$ cat config.mk
export PLATFORM = sky130hd
export DESIGN_NAME = rng_ctrl_top
export DESIGN_NICKNAME = d
export VERILOG_FILES = /design/src/rtl/rng_ctrl_pkg.sv /design/src/rtl/rng_cmd_fsm.sv /design/src/rtl/rng_word_cap.sv /design/src/rtl/rng_irq_bank.sv /design/src/rtl/rng_ctrl_top.sv
export SDC_FILE = /design/constraint.sdc
export NUM_CORES = 1
export LEC_CHECK = 0
export BUFFER_PORTS_ARGS = -buffer_cell sky130_fd_sc_hd__buf_4
export CAP_MARGIN = 10
export CORE_ASPECT_RATIO = 2
export CORE_MARGIN = 2
export CORE_UTILIZATION = 53
export CTS_BUF_LIST = sky130_fd_sc_hd__clkbuf_4 sky130_fd_sc_hd__clkbuf_8
export CTS_CLUSTER_DIAMETER = 150
export DETAILED_ROUTE_END_ITERATION = 10
export GPL_TIMING_DRIVEN = 1
export MAX_ROUTING_LAYER = met4
export PLACE_DENSITY = 0.86
export REMOVE_ABC_BUFFERS = 1
export SYNTH_ARGS = -nofsm -noshare
export SYNTH_HDL_FRONTEND = slang
export SYNTH_HIERARCHICAL = 1
export SYNTH_SLANG_ARGS = --single-unit
export TNS_END_PERCENT = 5
$ cat constraint.sdc
create_clock -name clk -period 3.45 [get_ports clk]
set_clock_uncertainty 0.2 [all_clocks]
set_input_delay 0.345 -clock clk [delete_from_list [all_inputs] [get_ports clk]]
set_output_delay 0.345 -clock clk [all_outputs]
set_load 0.1 [all_outputs]
$ cat src/rtl/rng_ctrl_pkg.sv
package rng_ctrl_pkg;
  typedef enum logic [2:0] {
    ST_OFF  = 3'd0,
    ST_NORM = 3'd1,
    ST_TDIG = 3'd2,
    ST_TANA = 3'd3,
    ST_ERR  = 3'd4
  } rng_state_e;

  typedef enum logic [1:0] {
    CMD_OFF  = 2'd0,
    CMD_TDIG = 2'd1,
    CMD_TANA = 2'd2,
    CMD_NORM = 2'd3
  } rng_cmd_e;

  localparam int unsigned IRQ_N    = 3;
  localparam int unsigned IRQ_DONE = 0;
  localparam int unsigned IRQ_CAP  = 1;
  localparam int unsigned IRQ_HLTH = 2;

  localparam logic [2:0] A_PWR  = 3'd0;
  localparam logic [2:0] A_CTRL = 3'd1;
  localparam logic [2:0] A_RES  = 3'd2;
  localparam logic [2:0] A_MASK = 3'd3;
  localparam logic [2:0] A_RAW  = 3'd4;
  localparam logic [2:0] A_CLR  = 3'd5;
  localparam logic [2:0] A_DATA = 3'd6;
  localparam logic [2:0] A_STAT = 3'd7;
endpackage

$ cat src/rtl/rng_cmd_fsm.sv
module rng_cmd_fsm
  import rng_ctrl_pkg::*;
#(
  parameter int unsigned TEST_CYCLES = 16,
  parameter int unsigned DIG_W       = 8
) (
  input  logic             clk,
  input  logic             rst_n,
  input  logic             pwr_on,
  input  logic             cmd_valid,
  input  logic [1:0]       cmd,
  input  logic [DIG_W-1:0] dig_pass,
  input  logic             ana_pass,
  input  logic             health_fail,
  output rng_state_e       state,
  output logic             done_evt,
  output logic             test_end,
  output logic             norm_acc,
  output logic             hlth_evt,
  output logic [DIG_W-1:0] dig_res,
  output logic             ana_res
);
  localparam int unsigned CNT_W = $clog2(TEST_CYCLES + 1);
  localparam logic [CNT_W-1:0] CNT_LAST = CNT_W'(TEST_CYCLES - 1);

  rng_state_e       st_q, st_d;
  logic [CNT_W-1:0] cnt_q, cnt_d;
  logic [DIG_W-1:0] dig_q, dig_d;
  logic             ana_q, ana_d;
  logic             cmd_off;

  assign cmd_off = cmd_valid && (cmd == CMD_OFF);

  always_comb begin
    st_d     = st_q;
    cnt_d    = cnt_q;
    dig_d    = dig_q;
    ana_d    = ana_q;
    done_evt = 1'b0;
    test_end = 1'b0;
    norm_acc = 1'b0;
    hlth_evt = 1'b0;
    if (!pwr_on) begin
      st_d = ST_OFF;
    end else begin
      unique case (st_q)
        ST_OFF: begin
          if (cmd_off) begin
            done_evt = 1'b1;
          end else if (cmd_valid && cmd == CMD_NORM) begin
            st_d     = ST_NORM;
            done_evt = 1'b1;
            norm_acc = 1'b1;
          end
        end
        ST_NORM: begin
          if (health_fail) begin
            st_d     = ST_ERR;
            hlth_evt = 1'b1;
          end else if (cmd_valid) begin
            unique case (cmd)
              CMD_OFF:  begin st_d = ST_OFF; done_evt = 1'b1; end
              CMD_NORM: begin done_evt = 1'b1; norm_acc = 1'b1; end
              CMD_TDIG: begin st_d = ST_TDIG; cnt_d = '0; end
              default:  begin st_d = ST_TANA; cnt_d = '0; end
            endcase
          end
        end
        ST_TDIG, ST_TANA: begin
          if (cmd_off) begin
            st_d     = ST_OFF;
            done_evt = 1'b1;
          end else if (cnt_q == CNT_LAST) begin
            done_evt = 1'b1;
            test_end = 1'b1;
            if (st_q == ST_TDIG) begin
              dig_d = dig_pass;
              st_d  = ST_NORM;
            end else begin
              ana_d = ana_pass;
              st_d  = ana_pass ? ST_NORM : ST_ERR;
            end
          end else begin
            cnt_d = cnt_q + 1'b1;
          end
        end
        default: begin
          if (cmd_off) begin
            st_d     = ST_OFF;
            done_evt = 1'b1;
          end
        end
      endcase
    end
  end

  always_ff @(posedge clk or negedge rst_n) begin
    if (!rst_n) begin
      st_q  <= ST_OFF;
      cnt_q <= '0;
      dig_q <= '0;
      ana_q <= 1'b0;
    end else begin
      st_q  <= st_d;
      cnt_q <= cnt_d;
      dig_q <= dig_d;
      ana_q <= ana_d;
    end
  end

  assign state   = st_q;
  assign dig_res = dig_q;
  assign ana_res = ana_q;

  AST_ERR_EXIT_OFF: assert property (@(posedge clk) disable iff (!rst_n)
    (st_q == ST_ERR) |=> (st_q == ST_ERR || st_q == ST_OFF));
  AST_DIG_RETURN: assert property (@(posedge clk) disable iff (!rst_n)
    (st_q == ST_TDIG) |=> (st_q == ST_TDIG || st_q == ST_NORM || st_q == ST_OFF));
  AST_HEALTH_LOCK: assert property (@(posedge clk) disable iff (!rst_n)
    (pwr_on && st_q == ST_NORM && health_fail) |=> (st_q == ST_ERR));
  AST_TEST_ABORT: assert property (@(posedge clk) disable iff (!rst_n)
    ((st_q == ST_TDIG || st_q == ST_TANA) && cmd_off) |=> (st_q == ST_OFF));
  AST_NO_RUN_UNPOWERED: assert property (@(posedge clk) disable iff (!rst_n)
    (!pwr_on) |=> (st_q == ST_OFF));
endmodule

$ cat src/rtl/rng_word_cap.sv
module rng_word_cap #(
  parameter int unsigned WORD_W = 32,
  parameter int unsigned DEC_W  = 3
) (
  input  logic              clk,
  input  logic              rst_n,
  input  logic              run,
  input  logic              restart,
  input  logic [DEC_W-1:0]  decim_m1,
  input  logic              ent_bit,
  input  logic              ent_valid,
  input  logic              mark_stale,
  output logic [WORD_W-1:0] word,
  output logic              word_evt,
  output logic              stale
);
  localparam int unsigned BIT_W = $clog2(WORD_W);
  localparam logic [BIT_W-1:0] BIT_LAST = BIT_W'(WORD_W - 1);

  logic [DEC_W-1:0]  dcnt_q, dcnt_d;
  logic [BIT_W-1:0]  bcnt_q, bcnt_d;
  logic [WORD_W-1:0] sh_q, sh_d;
  logic [WORD_W-1:0] word_q, word_d;
  logic              pend_q, pend_d;
  logic              stale_q, stale_d;

  always_comb begin
    dcnt_d   = dcnt_q;
    bcnt_d   = bcnt_q;
    sh_d     = sh_q;
    word_d   = word_q;
    word_evt = 1'b0;
    if (!run || restart) begin
      dcnt_d = '0;
      bcnt_d = '0;
    end else if (ent_valid) begin
      if (dcnt_q == decim_m1) begin
        dcnt_d = '0;
        sh_d   = {sh_q[WORD_W-2:0], ent_bit};
        if (bcnt_q == BIT_LAST) begin
          bcnt_d   = '0;
          word_d   = sh_d;
          word_evt = 1'b1;
        end else begin
          bcnt_d = bcnt_q + 1'b1;
        end
      end else begin
        dcnt_d = dcnt_q + 1'b1;
      end
    end
  end

  always_comb begin
    pend_d  = pend_q;
    stale_d = stale_q;
    if (word_evt) begin
      stale_d = pend_q;
      pend_d  = 1'b0;
    end
    if (mark_stale) pend_d = 1'b1;
  end

  always_ff @(posedge clk or negedge rst_n) begin
    if (!rst_n) begin
      dcnt_q  <= '0;
      bcnt_q  <= '0;
      sh_q    <= '0;
      word_q  <= '0;
      pend_q  <= 1'b0;
      stale_q <= 1'b0;
    end else begin
      dcnt_q  <= dcnt_d;
      bcnt_q  <= bcnt_d;
      sh_q    <= sh_d;
      word_q  <= word_d;
      pend_q  <= pend_d;
      stale_q <= stale_d;
    end
  end

  assign word  = word_q;
  assign stale = stale_q;

  AST_STALE_ONCE: assert property (@(posedge clk) disable iff (!rst_n)
    (word_evt && !mark_stale) |=> !pend_q);
endmodule

$ cat src/rtl/rng_irq_bank.sv
module rng_irq_bank #(
  parameter int unsigned N = 3
) (
  input  logic         clk,
  input  logic         rst_n,
  input  logic [N-1:0] set,
  input  logic [N-1:0] clr,
  input  logic         mask_we,
  input  logic [N-1:0] mask_wdata,
  output logic [N-1:0] raw,
  output logic [N-1:0] mask,
  output logic         irq
);
  logic [N-1:0] raw_q, raw_d, mask_q, mask_d;

  always_comb begin
    raw_d  = (raw_q & ~clr) | set;
    mask_d = mask_we ? mask_wdata : mask_q;
  end

  always_ff @(posedge clk or negedge rst_n) begin
    if (!rst_n) begin
      raw_q  <= '0;
      mask_q <= '0;
    end else begin
      raw_q  <= raw_d;
      mask_q <= mask_d;
    end
  end

  assign raw  = raw_q;
  assign mask = mask_q;
  assign irq  = |(raw_q & mask_q);

  AST_SET_WINS: assert property (@(posedge clk) disable iff (!rst_n)
    (set != '0) |=> ((raw_q & $past(set)) == $past(set)));
  AST_CLR_TAKES: assert property (@(posedge clk) disable iff (!rst_n)
    ((clr & ~set) != '0) |=> ((raw_q & $past(clr & ~set)) == '0));
endmodule

$ cat src/rtl/rng_ctrl_top.sv
module rng_ctrl_top
  import rng_ctrl_pkg::*;
#(
  parameter int unsigned  TEST_CYCLES = 16,
  parameter int unsigned  WORD_W      = 32,
  parameter int unsigned  DEC_W       = 3,
  parameter int unsigned  DIG_W       = 8,
  parameter logic [7:0]   PWR_KEY     = 8'hA5
) (
  input  logic        clk,
  input  logic        rst_n,
  input  logic        wr_en,
  input  logic        rd_en,
  input  logic [2:0]  addr,
  input  logic [31:0] wdata,
  output logic [31:0] rdata,
  input  logic        ent_bit,
  input  logic        ent_valid,
  input  logic [7:0]  dig_pass,
  input  logic        ana_pass,
  input  logic        health_fail,
  output logic        irq
);
  localparam int unsigned DEC_LO = 4;
  localparam int unsigned DEC_HI = DEC_LO + DEC_W - 1;

  logic [1:0]        rst_sync_q;
  logic              rst_s_n;
  logic              pwr_q, pwr_d;
  logic [DEC_W-1:0]  decim_q, decim_d;
  rng_state_e        state;
  logic              done_evt, test_end, norm_acc, hlth_evt;
  logic [DIG_W-1:0]  dig_res;
  logic              ana_res;
  logic [WORD_W-1:0] word;
  logic              word_evt, stale;
  logic [IRQ_N-1:0]  irq_set, irq_clr, irq_raw, irq_mask;
  logic              cmd_valid, pwr_we, data_rd;
  logic              unused_wdata;

  always_ff @(posedge clk or negedge rst_n) begin
    if (!rst_n) rst_sync_q <= 2'b00;
    else        rst_sync_q <= {rst_sync_q[0], 1'b1};
  end
  assign rst_s_n = rst_sync_q[1];

  assign pwr_we    = wr_en && (addr == A_PWR) && (wdata[15:8] == PWR_KEY);
  assign cmd_valid = wr_en && (addr == A_CTRL);
  assign data_rd   = rd_en && (addr == A_DATA);

  always_comb begin
    pwr_d   = pwr_we ? wdata[0] : pwr_q;
    decim_d = norm_acc ? wdata[DEC_HI:DEC_LO] : decim_q;
  end

  always_ff @(posedge clk or negedge rst_s_n) begin
    if (!rst_s_n) begin
      pwr_q   <= 1'b0;
      decim_q <= '0;
    end else begin
      pwr_q   <= pwr_d;
      decim_q <= decim_d;
    end
  end

  rng_cmd_fsm #(.TEST_CYCLES(TEST_CYCLES), .DIG_W(DIG_W)) u_fsm (
    .clk(clk), .rst_n(rst_s_n), .pwr_on(pwr_q), .cmd_valid(cmd_valid),
    .cmd(wdata[1:0]), .dig_pass(dig_pass[DIG_W-1:0]), .ana_pass(ana_pass),
    .health_fail(health_fail), .state(state), .done_evt(done_evt),
    .test_end(test_end), .norm_acc(norm_acc), .hlth_evt(hlth_evt),
    .dig_res(dig_res), .ana_res(ana_res)
  );

  rng_word_cap #(.WORD_W(WORD_W), .DEC_W(DEC_W)) u_cap (
    .clk(clk), .rst_n(rst_s_n), .run(state == ST_NORM), .restart(norm_acc),
    .decim_m1(decim_q), .ent_bit(ent_bit), .ent_valid(ent_valid),
    .mark_stale(test_end), .word(word), .word_evt(word_evt), .stale(stale)
  );

  always_comb begin
    irq_set           = '0;
    irq_set[IRQ_DONE] = done_evt;
    irq_set[IRQ_CAP]  = word_evt;
    irq_set[IRQ_HLTH] = hlth_evt;
    irq_clr           = (wr_en && addr == A_CLR) ? wdata[IRQ_N-1:0] : '0;
    irq_clr[IRQ_CAP]  = irq_clr[IRQ_CAP] | data_rd;
  end

  rng_irq_bank #(.N(IRQ_N)) u_irq (
    .clk(clk), .rst_n(rst_s_n), .set(irq_set), .clr(irq_clr),
    .mask_we(wr_en && addr == A_MASK), .mask_wdata(wdata[IRQ_N-1:0]),
    .raw(irq_raw), .mask(irq_mask), .irq(irq)
  );

  always_comb begin
    rdata = '0;
    unique case (addr)
      A_PWR:  rdata[0] = pwr_q;
      A_CTRL: rdata[DEC_HI:DEC_LO] = decim_q;
      A_RES:  rdata[DIG_W:0] = {ana_res, dig_res};
      A_MASK: rdata[IRQ_N-1:0] = irq_mask;
      A_RAW:  rdata[IRQ_N-1:0] = irq_raw;
      A_CLR:  rdata = '0;
      A_DATA: rdata[WORD_W-1:0] = word;
      default: rdata[4:0] = {stale, pwr_q, state};
    endcase
  end

  assign unused_wdata = ^{wdata[31:16], wdata[3:2], wdata[7], dig_pass};

  AST_CAP_READ_CLEARS: assert property (@(posedge clk) disable iff (!rst_s_n)
    (data_rd && !word_evt) |=> !irq_raw[IRQ_CAP]);
  AST_KEY_GUARD: assert property (@(posedge clk) disable iff (!rst_s_n)
    (wr_en && addr == A_PWR && wdata[15:8] != PWR_KEY) |=> $stable(pwr_q));
endmodule

==> report_table.html <==
<table>
<tr><th>Metric</th><th>Value</th></tr>
<tr><th colspan="2">Floorplan</th></tr>
<tr><td>Placeable core region</td><td>9259 µm²</td></tr>
<tr><td>Floorplan die width</td><td>72.56 µm</td></tr>
<tr><td>Top-level I/O count</td><td>84</td></tr>
<tr><td>Number of standard-cell rows in the floorplan</td><td>50</td></tr>
<tr><td>Height of the chip</td><td>141.1 µm</td></tr>
<tr><td>Total die area</td><td>10240 µm²</td></tr>
<tr><td>Initial Util</td><td>53.81%</td></tr>
<tr><th colspan="2">Pwr</th></tr>
<tr><td>Total chip power</td><td>2.164 mW</td></tr>
<tr><td>Leakage Power</td><td>3.052 nW</td></tr>
<tr><td>Switching power share of the total</td><td>23.32%</td></tr>
<tr><td>Cell area power density</td><td>369.3 nW/µm²</td></tr>
<tr><td>Clock group share of total power</td><td>37.2%</td></tr>
<tr><td>Internal power</td><td>1.659 mW</td></tr>
<tr><td>Maximum ir drop on the vdd rail</td><td>0.3556 mV</td></tr>
<tr><td>Switching power total</td><td>0.5046 mW</td></tr>
<tr><td>Seq pwr share</td><td>56.5%</td></tr>
<tr><td>Logic pwr share</td><td>6.3%</td></tr>
<tr><th colspan="2">Synthesis</th></tr>
<tr><td>Post-synthesis instance total</td><td>400</td></tr>
<tr><td>Sequential-to-total area share from yosys stat</td><td>51.23%</td></tr>
<tr><td>Post-synth EDFFs</td><td>0</td></tr>
<tr><td>Post-synth top flop</td><td>sky130_fd_sc_hd__dfrtp_1</td></tr>
<tr><td>Library cells used by synthesis</td><td>58</td></tr>
<tr><td>Fraction of synthesis flops using an asynchronous set or reset pin</td><td>100.0%</td></tr>
<tr><td>Mean instance size in the synthesized netlist</td><td>12.46 µm²</td></tr>
<tr><td>Yosys synthesis warning count</td><td>6</td></tr>
<tr><td>Combined area of all synthesized cells</td><td>4982 µm²</td></tr>
<tr><td>#FFs+latches synth</td><td>102</td></tr>
<tr><th colspan="2">Global routing</th></tr>
<tr><td>Overall track demand over capacity in global routing</td><td>24.04%</td></tr>
<tr><td>Wire length of the first global-routing pass</td><td>18390 µm</td></tr>
<tr><td>Maximum number of pins on one net before global-route repair</td><td>46</td></tr>
<tr><td>Congestion Overflow GR</td><td>0</td></tr>
<tr><td>Number of global-route vias before repair</td><td>3767</td></tr>
<tr><td>Initial antenna violation count</td><td>0</td></tr>
<tr><th colspan="2">Clock network</th></tr>
<tr><td>Worst skew pair latency</td><td>0.37 ns</td></tr>
<tr><td>Clock input transition at the sequential cells of the worst setup and hold paths</td><td>0.10 ns</td></tr>
<tr><td>TritonCTS Buffers</td><td>9</td></tr>
<tr><td>Post-CTS Resized</td><td>0</td></tr>
<tr><td>H-tree levels</td><td>3</td></tr>
<tr><td>Buffers inserted by post-CTS timing repair</td><td>0</td></tr>
<tr><td>Maximum number of buffers from clock root to sink</td><td>2</td></tr>
<tr><td>CTS tree</td><td>built</td></tr>
<tr><td>Cell at the root of the clock tree</td><td>sky130_fd_sc_hd__clkbuf_8</td></tr>
<tr><td>Total number of clock tree sinks</td><td>102</td></tr>
<tr><th colspan="2">Detailed routing</th></tr>
<tr><td>Routed WL</td><td>11040 µm</td></tr>
<tr><td>Number of detailed-route iterations in the first pass</td><td>4</td></tr>
<tr><td>Detailed-route vias per instance</td><td>5.919</td></tr>
<tr><td>Post-DRT Antenna Nets</td><td>0</td></tr>
<tr><td>Routed length per instance</td><td>18.97 µm</td></tr>
<tr><td>Total number of vias</td><td>3445</td></tr>
<tr><td>DRC violation count after routing</td><td>0</td></tr>
<tr><td>Number of violations reported at the end of detailed-routing iteration 0</td><td>270</td></tr>
<tr><th colspan="2">Setup path</th></tr>
<tr><td>Arrival time worst endpoint</td><td>2.90 ns</td></tr>
<tr><td>Capturing point of the worst reg2reg path</td><td>u_cap/word[2]$_DFFE_PN0P_</td></tr>
<tr><td>Critical-path maximum fanout</td><td>35</td></tr>
<tr><td>Startpoint of the most critical register-to-register path</td><td>u_fsm/state[2]$_DFFE_PN0P_</td></tr>
<tr><td>Crit. End Element</td><td>flip-flop</td></tr>
<tr><td>Data required, critical path</td><td>3.51 ns</td></tr>
<tr><td>Cell count of the worst reg-to-reg path</td><td>6</td></tr>
<tr><td>CP Class</td><td>reg2reg</td></tr>
<tr><td>Crit start category</td><td>flip-flop</td></tr>
<tr><td>Worst-case register-to-register setup slack</td><td>0.61 ns</td></tr>
<tr><th colspan="2">STA</th></tr>
<tr><td>Final Hold Violating Endpoints</td><td>0</td></tr>
<tr><td>Max Clk Rate</td><td>0.3518 GHz</td></tr>
<tr><td>Fin crit share</td><td>82.38%</td></tr>
<tr><td>Final-layout setup total negative slack</td><td>0 ns</td></tr>
<tr><td>Worst rel slew slack</td><td>61.49%</td></tr>
<tr><td>Worst Tran Pin Value</td><td>0.5776 ns</td></tr>
<tr><td>Slew Viols, Final</td><td>0</td></tr>
<tr><td>Unrepaired setup endpoints after global routing</td><td>no</td></tr>
<tr><td># setup viols final</td><td>0</td></tr>
<tr><td>Minimum period implied by the final worst setup slack</td><td>2.842 ns</td></tr>
<tr><th colspan="2">Place</th></tr>
<tr><td>Placer congestion estimate</td><td>0.8622</td></tr>
<tr><td>Count of buffers from port buffering</td><td>65</td></tr>
<tr><td>DP HPWL</td><td>7694 µm</td></tr>
<tr><th colspan="2">Min path</th></tr>
<tr><td>Hold path startpoint</td><td>dig_pass[0]</td></tr>
<tr><td>WHS Path Cells</td><td>2</td></tr>
<tr><td>Class of the tightest hold or removal check</td><td>in2reg</td></tr>
<tr><td>Hold path endpoint</td><td>u_fsm/dig_res[0]$_DFFE_PN0P_</td></tr>
<tr><th colspan="2">Cells and area</th></tr>
<tr><td>Fraction of final layout cells sized beyond drive strength 1</td><td>30.13%</td></tr>
<tr><td>Number of filler cells placed in the layout</td><td>721</td></tr>
<tr><td>Area added between synthesis and finish</td><td>17.63%</td></tr>
<tr><td>Antenna cell count</td><td>0</td></tr>
<tr><td>Layout Nets</td><td>533</td></tr>
<tr><th colspan="2">Flow run</th></tr>
<tr><td>Maxcap violations</td><td>0</td></tr>
<tr><th colspan="2">Run status</th></tr>
<tr><td>Run status</td><td>complete, no violations</td></tr>
</table>
worst max-delay path by stage:
stage | slack (ns) | startpoint | endpoint | depth (start not counted)
final | 0.61 | u_fsm/state[2]$_DFFE_PN0P_ | u_cap/word[2]$_DFFE_PN0P_ | 6
after detailed placement | 0.47 | addr[1] | u_cap/word[13]$_DFFE_PN0P_ | 9
after floorplan | 0.13 | addr[1] | rdata[4] | 3
after global routing | 0.50 | u_fsm/state[2]$_DFFE_PN0P_ | u_cap/word[10]$_DFFE_PN0P_ | 6
after CTS | 0.63 | u_fsm/state[2]$_DFFE_PN0P_ | u_cap/word[2]$_DFFE_PN0P_ | 6
after global placement | 0.52 | addr[0] | u_cap/stale$_DFFE_PN0P_ | 9
cell type report:
cell class	instances	area, µm²	share of cell area, %
clock buffer	12	165.2	2.818
clock inverter	4	52.55	0.8967
inverter	12	45.04	0.7686
multi-input combinational	264	2253	38.45
sequential	102	2556	43.62
tap	104	130.1	2.220
timing repair buffer	84	658.1	11.23
logic make-up after synthesis:
family                   after synthesis  share of synthesized area [%]
multiplexers                          92                          21.17
XOR/XNOR                               4                          1.005
adder cells (fa/ha/maj)                9                          2.260
other                                  1                        0.07527
buffers and inverters                 34                          3.541
flip-flops                           102                          51.23
AND/OR/NAND/NOR                      105                          13.39
AO/OA/AOI/OAI                         53                          7.333
critical path: stages, from the launching register on:
cell,delay (ns)
sky130_fd_sc_hd__dfrtp_1,0.60
sky130_fd_sc_hd__and2b_1,0.27
sky130_fd_sc_hd__and4_1,0.26
sky130_fd_sc_hd__nand2b_1,0.32
sky130_fd_sc_hd__nor3_4,0.21
sky130_fd_sc_hd__buf_4,0.46
sky130_fd_sc_hd__mux2_2,0.39
cells in the mapped netlist, drive strengths merged (2+ instances only):
cell type / n / area, µm²
and3b: 2 / 17.52
nand2b: 6 / 37.54
or3: 3 / 18.77
a22oi: 6 / 45.04
mux2i: 9 / 90.09
dfrtp: 102 / 2552
nor2b: 11 / 68.82
nor4bb: 2 / 20.02
nand2: 9 / 36.29
mux2: 83 / 964.7
o2bb2ai: 5 / 43.79
and2b: 2 / 15.01
nor4: 2 / 12.51
a31oi: 2 / 12.51
nor2: 10 / 40.04
clkbuf: 4 / 15.01
o21ai: 7 / 35.03
o21a: 2 / 15.01
nand4: 3 / 18.77
inv: 12 / 45.04
and3: 29 / 181.4
a21oi: 13 / 65.06
xnor2: 4 / 50.05
ha: 9 / 112.6
a21o: 3 / 22.52
a22o: 7 / 61.31
nand3: 8 / 40.04
buf: 18 / 116.4
and2: 4 / 27.53
and4: 2 / 20.02
nand3b: 3 / 22.52
flip-flops by register name, indices dropped and copies added, names as in the netlist:
signal	count
rst_sync_q	2
u_fsm/dig_res	8
u_cap/word	32
u_cap/bcnt_q	5
u_irq/mask	3
u_cap/pend_q	1
u_fsm/state	3
u_cap/dcnt_q	3
u_cap/sh_q	31
pwr_q	1
decim_q	3
u_irq/raw	3
u_fsm/cnt_q	5
u_fsm/ana_res	1
u_cap/stale	1
through the flow:
step                      utilization (%)  hold WS, ns  setup slack, ns  std cells  cell area, µm²
after floorplan                         -      -0.1506           0.1345        378            4851
after global placement              59.76     -0.07231           0.5233        555            5533
after detailed placement            59.76     -0.06878           0.4721        555            5533
after CTS                           63.19    0.0006375           0.6264        581            5851
after global routing                63.30    0.0003645           0.5028        582            5861
final                               63.30      0.01844           0.6078        582            5861
power by group through the flow:
| stage | clock, mW | combinational, mW | sequential [mW] |
|---|---|---|---|
| 2_1_floorplan | 0 | 0.0509 | 1.25 |
| 3_3_place_gp | 0 | 0.122 | 1.25 |
| 3_5_place_dp | 0 | 0.126 | 1.25 |
| 4_1_cts | 0.827 | 0.135 | 1.22 |
| 5_1_grt | 0.877 | 0.148 | 1.23 |
| 6_report | 0.806 | 0.135 | 1.22 |
layout by cell type (no fill, tap or decap), types with 5 or more instances in the layout:
cell type	n
sky130_fd_sc_hd__dfrtp_1	101
sky130_fd_sc_hd__buf_4	73
sky130_fd_sc_hd__mux2_2	38
sky130_fd_sc_hd__mux2_1	37
sky130_fd_sc_hd__and3_1	29
sky130_fd_sc_hd__a21oi_1	13
sky130_fd_sc_hd__inv_1	12
sky130_fd_sc_hd__clkbuf_8	12
sky130_fd_sc_hd__nor2b_1	11
sky130_fd_sc_hd__dlygate4sd3_1	11
sky130_fd_sc_hd__mux2i_1	9
sky130_fd_sc_hd__nor2_1	9
sky130_fd_sc_hd__ha_1	9
sky130_fd_sc_hd__nand2_1	8
sky130_fd_sc_hd__nand3_1	8
sky130_fd_sc_hd__mux2_4	8
sky130_fd_sc_hd__a22o_1	7
sky130_fd_sc_hd__o21ai_0	7
sky130_fd_sc_hd__a22oi_1	6
sky130_fd_sc_hd__nand2b_1	6
sky130_fd_sc_hd__o2bb2ai_1	5
per-layer routing:
layer  GRT usage [%]  part of all wire, %  wire (µm)  vias up
met3           5.289                  4.0        441       26
met2           41.15                   55       6109       87
li1                -                    -          -     1590
met1           26.19                   37       4092     1742
met4           10.43                  3.6        395        0
met5               -                    0          0        -
what timing repair did:
| item | 4_1_cts | 5_1_grt |
|---|---|---|
| hold buffers | 10 | 1 |
| setup endpoints to repair | 0 | 0 |
| hold endpoints to repair | 11 | 1 |
(Power assumes the default switching activity.)
